--- src/rtl/tmr_pkg.sv ---
package tmr_pkg;

    localparam int DATA_W   = 32;
    localparam int CTRL_W   = 8;
    localparam int CAUSE_BIT = 1;
    localparam int DIV_CODE_MAX = 15;
    localparam int DIV_MAX_SHIFT = 16;

    localparam logic [7:0] OFS_RELOAD = 8'h00;
    localparam logic [7:0] OFS_COUNT  = 8'h04;
    localparam logic [7:0] OFS_CTRL   = 8'h08;
    localparam logic [7:0] OFS_CAUSE  = 8'h0C;

    typedef enum logic [1:0] {
        MODE_FREE     = 2'd0,
        MODE_PERIODIC = 2'd1,
        MODE_ONESHOT  = 2'd2,
        MODE_WATCHDOG = 2'd3
    } tmr_mode_e;

    typedef struct packed {
        logic      run;
        logic      spare;
        tmr_mode_e mode;
        logic [3:0] div_code;
    } tmr_ctrl_t;

    typedef struct packed {
        logic      fire;
        tmr_mode_e mode;
    } tmr_evt_t;

    // log2 of the division ratio selected by a divider code
    function automatic int div_shift(input logic [3:0] code);
        if (int'(code) == DIV_CODE_MAX) return DIV_MAX_SHIFT;
        return int'(code);
    endfunction

endpackage

--- src/rtl/tmr_regs.sv ---
module tmr_regs
    import tmr_pkg::*;
#(
    parameter int CNT_W  = 16,
    parameter int ADDR_W = 8
) (
    input  logic              clk,
    input  logic              rst,
    input  logic              bus_we,
    input  logic [ADDR_W-1:0] bus_addr,
    input  logic [DATA_W-1:0] bus_wdata,
    input  logic              oneshot_stop,
    input  logic [CNT_W-1:0]  count,
    input  logic              cause,
    output tmr_ctrl_t         ctrl,
    output logic [CNT_W-1:0]  reload,
    output logic              kick,
    output logic [CNT_W-1:0]  kick_value,
    output logic              cause_clr,
    output logic              ctrl_wr,
    output logic [DATA_W-1:0] bus_rdata
);

    localparam logic [ADDR_W-1:0] A_RELOAD = ADDR_W'(OFS_RELOAD);
    localparam logic [ADDR_W-1:0] A_COUNT  = ADDR_W'(OFS_COUNT);
    localparam logic [ADDR_W-1:0] A_CTRL   = ADDR_W'(OFS_CTRL);
    localparam logic [ADDR_W-1:0] A_CAUSE  = ADDR_W'(OFS_CAUSE);

    always_comb begin
        kick       = bus_we && (bus_addr == A_RELOAD);
        ctrl_wr    = bus_we && (bus_addr == A_CTRL);
        cause_clr  = bus_we && (bus_addr == A_CAUSE) && bus_wdata[CAUSE_BIT];
        kick_value = bus_wdata[CNT_W-1:0];
    end

    always_ff @(posedge clk) begin
        if (rst) begin
            ctrl   <= '0;
            reload <= '0;
        end else begin
            if (kick) reload <= kick_value;
            if (ctrl_wr) begin
                ctrl <= tmr_ctrl_t'(bus_wdata[CTRL_W-1:0]);
            end else if (oneshot_stop) begin
                ctrl.run <= 1'b0;
            end
        end
    end

    always_comb begin
        bus_rdata = '0;
        unique case (bus_addr)
            A_RELOAD: bus_rdata = DATA_W'(reload);
            A_COUNT:  bus_rdata = DATA_W'(count);
            A_CTRL:   bus_rdata = DATA_W'(ctrl);
            A_CAUSE:  bus_rdata[CAUSE_BIT] = cause;
            default:  bus_rdata = '0;
        endcase
    end

endmodule

--- src/rtl/tmr_prescaler.sv ---
module tmr_prescaler
    import tmr_pkg::*;
#(
    parameter int PRE_W = 16
) (
    input  logic       clk,
    input  logic       rst,
    input  logic       run,
    input  logic       restart,
    input  logic [3:0] div_code,
    output logic       tick
);

    logic [PRE_W-1:0] phase_q;
    logic [PRE_W:0]   wide_mask;
    logic [PRE_W-1:0] mask;
    int               shift;

    always_comb begin
        shift = div_shift(div_code);
        if (shift > PRE_W) shift = PRE_W;
        wide_mask = ({{PRE_W{1'b0}}, 1'b1} << shift) - 1'b1;
        mask      = wide_mask[PRE_W-1:0];
        tick      = run && ((phase_q & mask) == mask);
    end

    always_ff @(posedge clk) begin
        if (rst || !run || restart) phase_q <= '0;
        else                        phase_q <= phase_q + 1'b1;
    end

endmodule

--- src/rtl/tmr_counter.sv ---
module tmr_counter
    import tmr_pkg::*;
#(
    parameter int CNT_W = 16
) (
    input  logic             clk,
    input  logic             rst,
    input  logic             tick,
    input  logic             kick,
    input  logic [CNT_W-1:0] kick_value,
    input  logic [CNT_W-1:0] reload,
    input  tmr_mode_e        mode,
    output logic [CNT_W-1:0] count,
    output tmr_evt_t         evt,
    output logic             oneshot_stop,
    output logic             expire_pulse,
    output logic             wdt_reset_req
);

    logic             at_zero;
    logic [CNT_W-1:0] count_d;

    always_comb begin
        at_zero      = (count == '0);
        evt.fire     = tick && at_zero && !kick;
        evt.mode     = mode;
        oneshot_stop = evt.fire && (mode == MODE_ONESHOT);
    end

    always_comb begin
        count_d = count;
        if (kick) begin
            count_d = kick_value;
        end else if (tick) begin
            if (!at_zero) begin
                count_d = count - 1'b1;
            end else begin
                unique case (mode)
                    MODE_FREE:     count_d = '1;
                    MODE_PERIODIC: count_d = reload;
                    MODE_ONESHOT:  count_d = '0;
                    MODE_WATCHDOG: count_d = reload;
                    default:       count_d = '0;
                endcase
            end
        end
    end

    always_ff @(posedge clk) begin
        if (rst) begin
            count         <= '0;
            expire_pulse  <= 1'b0;
            wdt_reset_req <= 1'b0;
        end else begin
            count         <= count_d;
            expire_pulse  <= evt.fire;
            wdt_reset_req <= evt.fire && (evt.mode == MODE_WATCHDOG);
        end
    end

endmodule

--- src/rtl/tmr_cause.sv ---
module tmr_cause
    import tmr_pkg::*;
(
    input  logic     clk,
    input  logic     por_rst,
    input  tmr_evt_t evt,
    input  logic     clr,
    output logic     cause
);

    always_ff @(posedge clk) begin
        if (por_rst)                                       cause <= 1'b0;
        else if (evt.fire && evt.mode == MODE_WATCHDOG)    cause <= 1'b1;
        else if (clr)                                      cause <= 1'b0;
    end

endmodule

--- src/rtl/multimode_timer.sv ---
module multimode_timer
    import tmr_pkg::*;
#(
    parameter int CNT_W  = 16,
    parameter int PRE_W  = 16,
    parameter int ADDR_W = 8
) (
    input  logic              clk,
    input  logic              por_rst,
    input  logic              sys_rst,
    input  logic              bus_we,
    input  logic [ADDR_W-1:0] bus_addr,
    input  logic [DATA_W-1:0] bus_wdata,
    output logic [DATA_W-1:0] bus_rdata,
    output logic              expire_pulse,
    output logic              wdt_reset_req,
    output logic              reset_cause
);

    logic             timer_rst;
    tmr_ctrl_t        ctrl_q;
    logic [CNT_W-1:0] reload_q;
    logic [CNT_W-1:0] count_q;
    logic [CNT_W-1:0] kick_value;
    logic             kick;
    logic             cause_clr;
    logic             ctrl_wr;
    logic             oneshot_stop;
    logic             tick;
    tmr_evt_t         evt;

    assign timer_rst = por_rst || sys_rst;

    tmr_regs #(.CNT_W(CNT_W), .ADDR_W(ADDR_W)) u_regs (
        .clk          (clk),
        .rst          (timer_rst),
        .bus_we       (bus_we),
        .bus_addr     (bus_addr),
        .bus_wdata    (bus_wdata),
        .oneshot_stop (oneshot_stop),
        .count        (count_q),
        .cause        (reset_cause),
        .ctrl         (ctrl_q),
        .reload       (reload_q),
        .kick         (kick),
        .kick_value   (kick_value),
        .cause_clr    (cause_clr),
        .ctrl_wr      (ctrl_wr),
        .bus_rdata    (bus_rdata)
    );

    tmr_prescaler #(.PRE_W(PRE_W)) u_pre (
        .clk      (clk),
        .rst      (timer_rst),
        .run      (ctrl_q.run),
        .restart  (kick),
        .div_code (ctrl_q.div_code),
        .tick     (tick)
    );

    tmr_counter #(.CNT_W(CNT_W)) u_cnt (
        .clk           (clk),
        .rst           (timer_rst),
        .tick          (tick),
        .kick          (kick),
        .kick_value    (kick_value),
        .reload        (reload_q),
        .mode          (ctrl_q.mode),
        .count         (count_q),
        .evt           (evt),
        .oneshot_stop  (oneshot_stop),
        .expire_pulse  (expire_pulse),
        .wdt_reset_req (wdt_reset_req)
    );

    tmr_cause u_cause (
        .clk     (clk),
        .por_rst (por_rst),
        .evt     (evt),
        .clr     (cause_clr),
        .cause   (reset_cause)
    );

endmodule

--- config.mk ---
export PLATFORM = sky130hd
export DESIGN_NAME = multimode_timer
export DESIGN_NICKNAME = d
export VERILOG_FILES = /design/src/rtl/tmr_pkg.sv /design/src/rtl/tmr_regs.sv /design/src/rtl/tmr_prescaler.sv /design/src/rtl/tmr_counter.sv /design/src/rtl/tmr_cause.sv /design/src/rtl/multimode_timer.sv
export SDC_FILE = /design/constraint.sdc
export NUM_CORES = 1
export LEC_CHECK = 0
export BUFFER_PORTS_ARGS = -buffer_cell sky130_fd_sc_hd__buf_2
export CORE_MARGIN = 4
export CORE_UTILIZATION = 30
export CTS_CLUSTER_SIZE = 8
export DETAILED_ROUTE_END_ITERATION = 6
export PLACE_DENSITY_LB_ADDON = 0.12
export SLEW_MARGIN = 10
export SYNTH_ARGS = -nofsm -noshare
export SYNTH_HDL_FRONTEND = slang
export SYNTH_SLANG_ARGS = --single-unit
--- constraint.sdc ---
create_clock -name clk -period 4 [get_ports clk]
set_input_delay 0.2 -clock clk [delete_from_list [all_inputs] [get_ports clk]]
set_output_delay 0.2 -clock clk [all_outputs]
set_load 0.1 [all_outputs]
==> qor.csv <==
stage,metric,value,unit
sta,Final TNS setup,0,ps
sta,Worst-Margin Slew,825,ps
placement,IO Port Bufs,46,
yosys,Syn Area/Cell,7.48,um2
floorplan,die extent in y,119,um
final_layout,share of cells above drive strength 1,14.4,%
final_layout,fillers,1312,
global_routing,largest net degree at the start of global routing,39,
global_routing,total global routing overflow,0,
cts,CTS tree,built,
drt,Residual DRC,0,
yosys,Mapped Cells,490,
global_routing,initial antenna violation count,0,
final_layout,Multi-input gate area,2240,um2
critical_path,r2r setup slk,760,ps
drt,TritonRoute pass-1 iters,4,
yosys,Mapped Area,3660,um2
power,NetSw,0.383,mW
global_routing,global-route wire length before repair,17900,um
hold_path,Worst Hold Class,primary input to register,
drt,via count,3458,
power,Power Density,372,nW/um2
cts,Num CTS Buffers,9,
sta,Worst slew margin,45.0,%
final_layout,area grow syn2layout,14.9,%
floorplan,die width,119,um
cts,Clock Path Buffers,2,
power,Logic pwr share,7.4,%
cts,Clock Latency Late Sink,340,ps
floorplan,Starting Density,30.6,%
drt,antenna-violating nets left,0,
floorplan,core area,12000,um2
sta,min Tclk post-route,3240,ps
placement,placed cell count,651,
final_layout,Reg area,1180,um2
sta,# setup viols final,0,
flow_run,max-cap violations,0,
cts,post-cts sizing count,0,
sta,max frequency,0.309,GHz
power,switching part of the total,24.4,%
final_layout,number of antenna diodes,0,
power,Cell Int Power,1.18,mW
yosys,"Async S/R FF share, synth",0,%
yosys,part of the Yosys area used for sequential elements,32.2,%
yosys,synthesized flop and latch total,59,
cts,Sink Count,59,
critical_path,Worst EP arrival,3500,ps
cts,# Post-CTS Setup Buffers,0,
critical_path,worst-path maximum fanout,25,
sta,Final Skew,9.54,ps
power,Clock power frac,55.1,%
yosys,Ys Warns,0,
global_routing,total track usage,16.1,%
power,Leakage,1.61,nW
cts,H-tree levels,3,
drt,vias per cell,5.18,
yosys,Post-synth EDFFs,0,
power,sequential power share,37.6,%
run_status,status,"complete, no violations",
global_routing,vias in the first global route,3311,
sta,Final period util,81.0,%
placement,detailed placer's ending HPWL,7540,um
critical_path,crit start category,register,
critical_path,Crit Path Category,register to register,
sta,RSZ-0062 raised after global routing,false,
floorplan,die area,14000,um2
cts,"Clk pin slew, worst setup/hold paths",50,ps
final_layout,final core occ,35.2,%
yosys,Post-synth top flop,dfxtp_1,
yosys,post-synth cell types,52,
sta,Final Max Slew Viols,0,
sta,final hold violations,0,
drt,drt wl/cell,16.5,um
drt,DR iter-0 viols,232,
cts,hold_buf cts,0,
power,VDD IR max,0.000302,V
final_layout,final non-filler cell total,667,
critical_path,Critical Path Sink Type,register,
final_layout,Nets,563,
cts,clk root buf,clkbuf_16,
floorplan,Top Ports,79,
placement,gpl congestion,0.749,
critical_path,Worst Path Required,4260,ps
floorplan,cell row count,40,
drt,Detailed Route WL,11000,um
-- stage by stage --
step / setup slack, ps / instance area, um2 / total power, mW / hold slack, ps
2_1_floorplan: 1100 / 3720 / 0.703 / 269
5_1_grt: 521 / 4210 / 1.62 / 74.0
3_5_place_dp: 813 / 3880 / 0.717 / 413
6_report: 761 / 4210 / 1.57 / 69.6
4_1_cts: 753 / 4210 / 1.58 / 63.5
3_3_place_gp: 838 / 3880 / 0.717 / 414
-- path summary, 6_finish.rpt --
path                                 start                            end  cells after the start
max            u_regs.ctrl[3]$_SDFFE_PP0P_     u_cause.cause$_SDFFE_PP0P_                     10
max reg2reg    u_regs.ctrl[3]$_SDFFE_PP0P_     u_cause.cause$_SDFFE_PP0P_                     10
min                                por_rst     u_cause.cause$_SDFFE_PP0P_                      2
min reg2reg  u_regs.reload[7]$_SDFFE_PP0P_  u_regs.reload[7]$_SDFFE_PP0P_                      2
-- registers in the layout, summed over array words and instances, names as in the netlist --
signal,flops
u_cnt.expire_pulse,1
u_regs.reload,16
u_cause.cause,1
u_cnt.count,16
u_pre.phase_q,16
u_cnt.wdt_reset_req,1
u_regs.ctrl,8
-- logic make-up after synthesis --
logic type / after synthesis / synth area share, %
adder cells (fa/ha/maj): 4 / 1.37
AND/OR/NAND/NOR: 213 / 27.8
multiplexers: 24 / 7.00
AO/OA/AOI/OAI: 107 / 17.1
XOR/XNOR: 26 / 6.22
other: 1 / 0.102
flip-flops: 59 / 32.2
buffers and inverters: 56 / 8.16
-- cell type report --
type,instances,share of cell area [%]
well taps,147,4.37
multi-input cells,390,53.2
inverters,6,0.535
clock inverters,4,1.72
repair buffers,49,6.00
clock buffers,12,6.09
flip-flops and latches,59,28.1
-- worst max-delay path, stage by stage, from the launching register on --
cell	delay, ps
dfxtp_1	610
nor3_2	110
nand2b_1	100
ha_1	340
xor2_1	160
or3_1	110
a21oi_1	70
a211o_1	240
or4_4	710
or4_1	550
a21oi_1	140
-- layer usage --
metal	vias up	global-route usage [%]	wire length [um]
met3	14	4.31	419
met4	0	3.48	115
li1	1734	-	-
met1	1642	20.8	5140
met5	-	0	0
met2	68	26.9	5350
-- power by group through the flow --
stage          clock [mW]  combinational, mW  sequential, mW
4_1_cts             0.880              0.116           0.589
2_1_floorplan           0              0.102           0.601
5_1_grt             0.910              0.121           0.588
3_5_place_dp            0              0.116           0.601
3_3_place_gp            0              0.115           0.601
6_report            0.863              0.116           0.589
-- cells in the mapped netlist, types with 2 or more instances --
library cell  number  share of area [%]
inv_1              5               0.51
o21ai_1           10                1.4
nor3_1            10                1.4
o22ai_1            5               0.85
o31ai_1            2               0.41
nor3_2             2               0.55
dfxtp_1           59                 32
nand4_1            8                1.4
a32oi_1            2               0.48
xnor2_1           14                3.3
nor4b_1            2               0.48
o211ai_1          10                2.0
nor4_1             5               0.85
or3_1              3               0.51
and3_1             5               0.85
nor2_1            63                6.5
or4_1              4               0.82
nor3b_1            2               0.41
nand3b_1           2               0.41
buf_4             18                3.7
o221ai_1           2               0.48
nand4b_1           2               0.48
a211oi_1           3               0.61
buf_6              2               0.61
a31oi_1            8                1.4
nand2b_1           6                1.0
mux2_2             3               0.92
ha_1               4                1.4
a21o_1             2               0.41
o21ai_0           19                2.6
xor2_1            12                2.9
nor2b_1            3               0.51
mux2i_1           20                5.5
nand3_1           14                1.9
buf_2              5               0.68
nand2_1           72                7.4
and2_1             6                1.0
clkbuf_1          21                2.2
a21oi_1           39                5.3
buf_1              4               0.41
-- cells in the final DEF (no fill, tap or decap), types with 5 or more instances in the layout --
master     instances
nor2_1            63
clkbuf_16          9
dfxtp_1           59
a21oi_1           39
nand3_1           14
o21ai_1           10
o21ai_0           19
o211ai_1          10
nand2b_1           6
xor2_1            12
conb_1            16
mux2i_1           20
nand4_1            8
buf_2             46
xnor2_1           14
inv_1              5
o22ai_1            5
and3_1             5
and2_1             6
nor4_1             5
a31oi_1            8
nor3_1            10
nand2_1           72
Note: power is estimated with default switching activity, not from simulation.
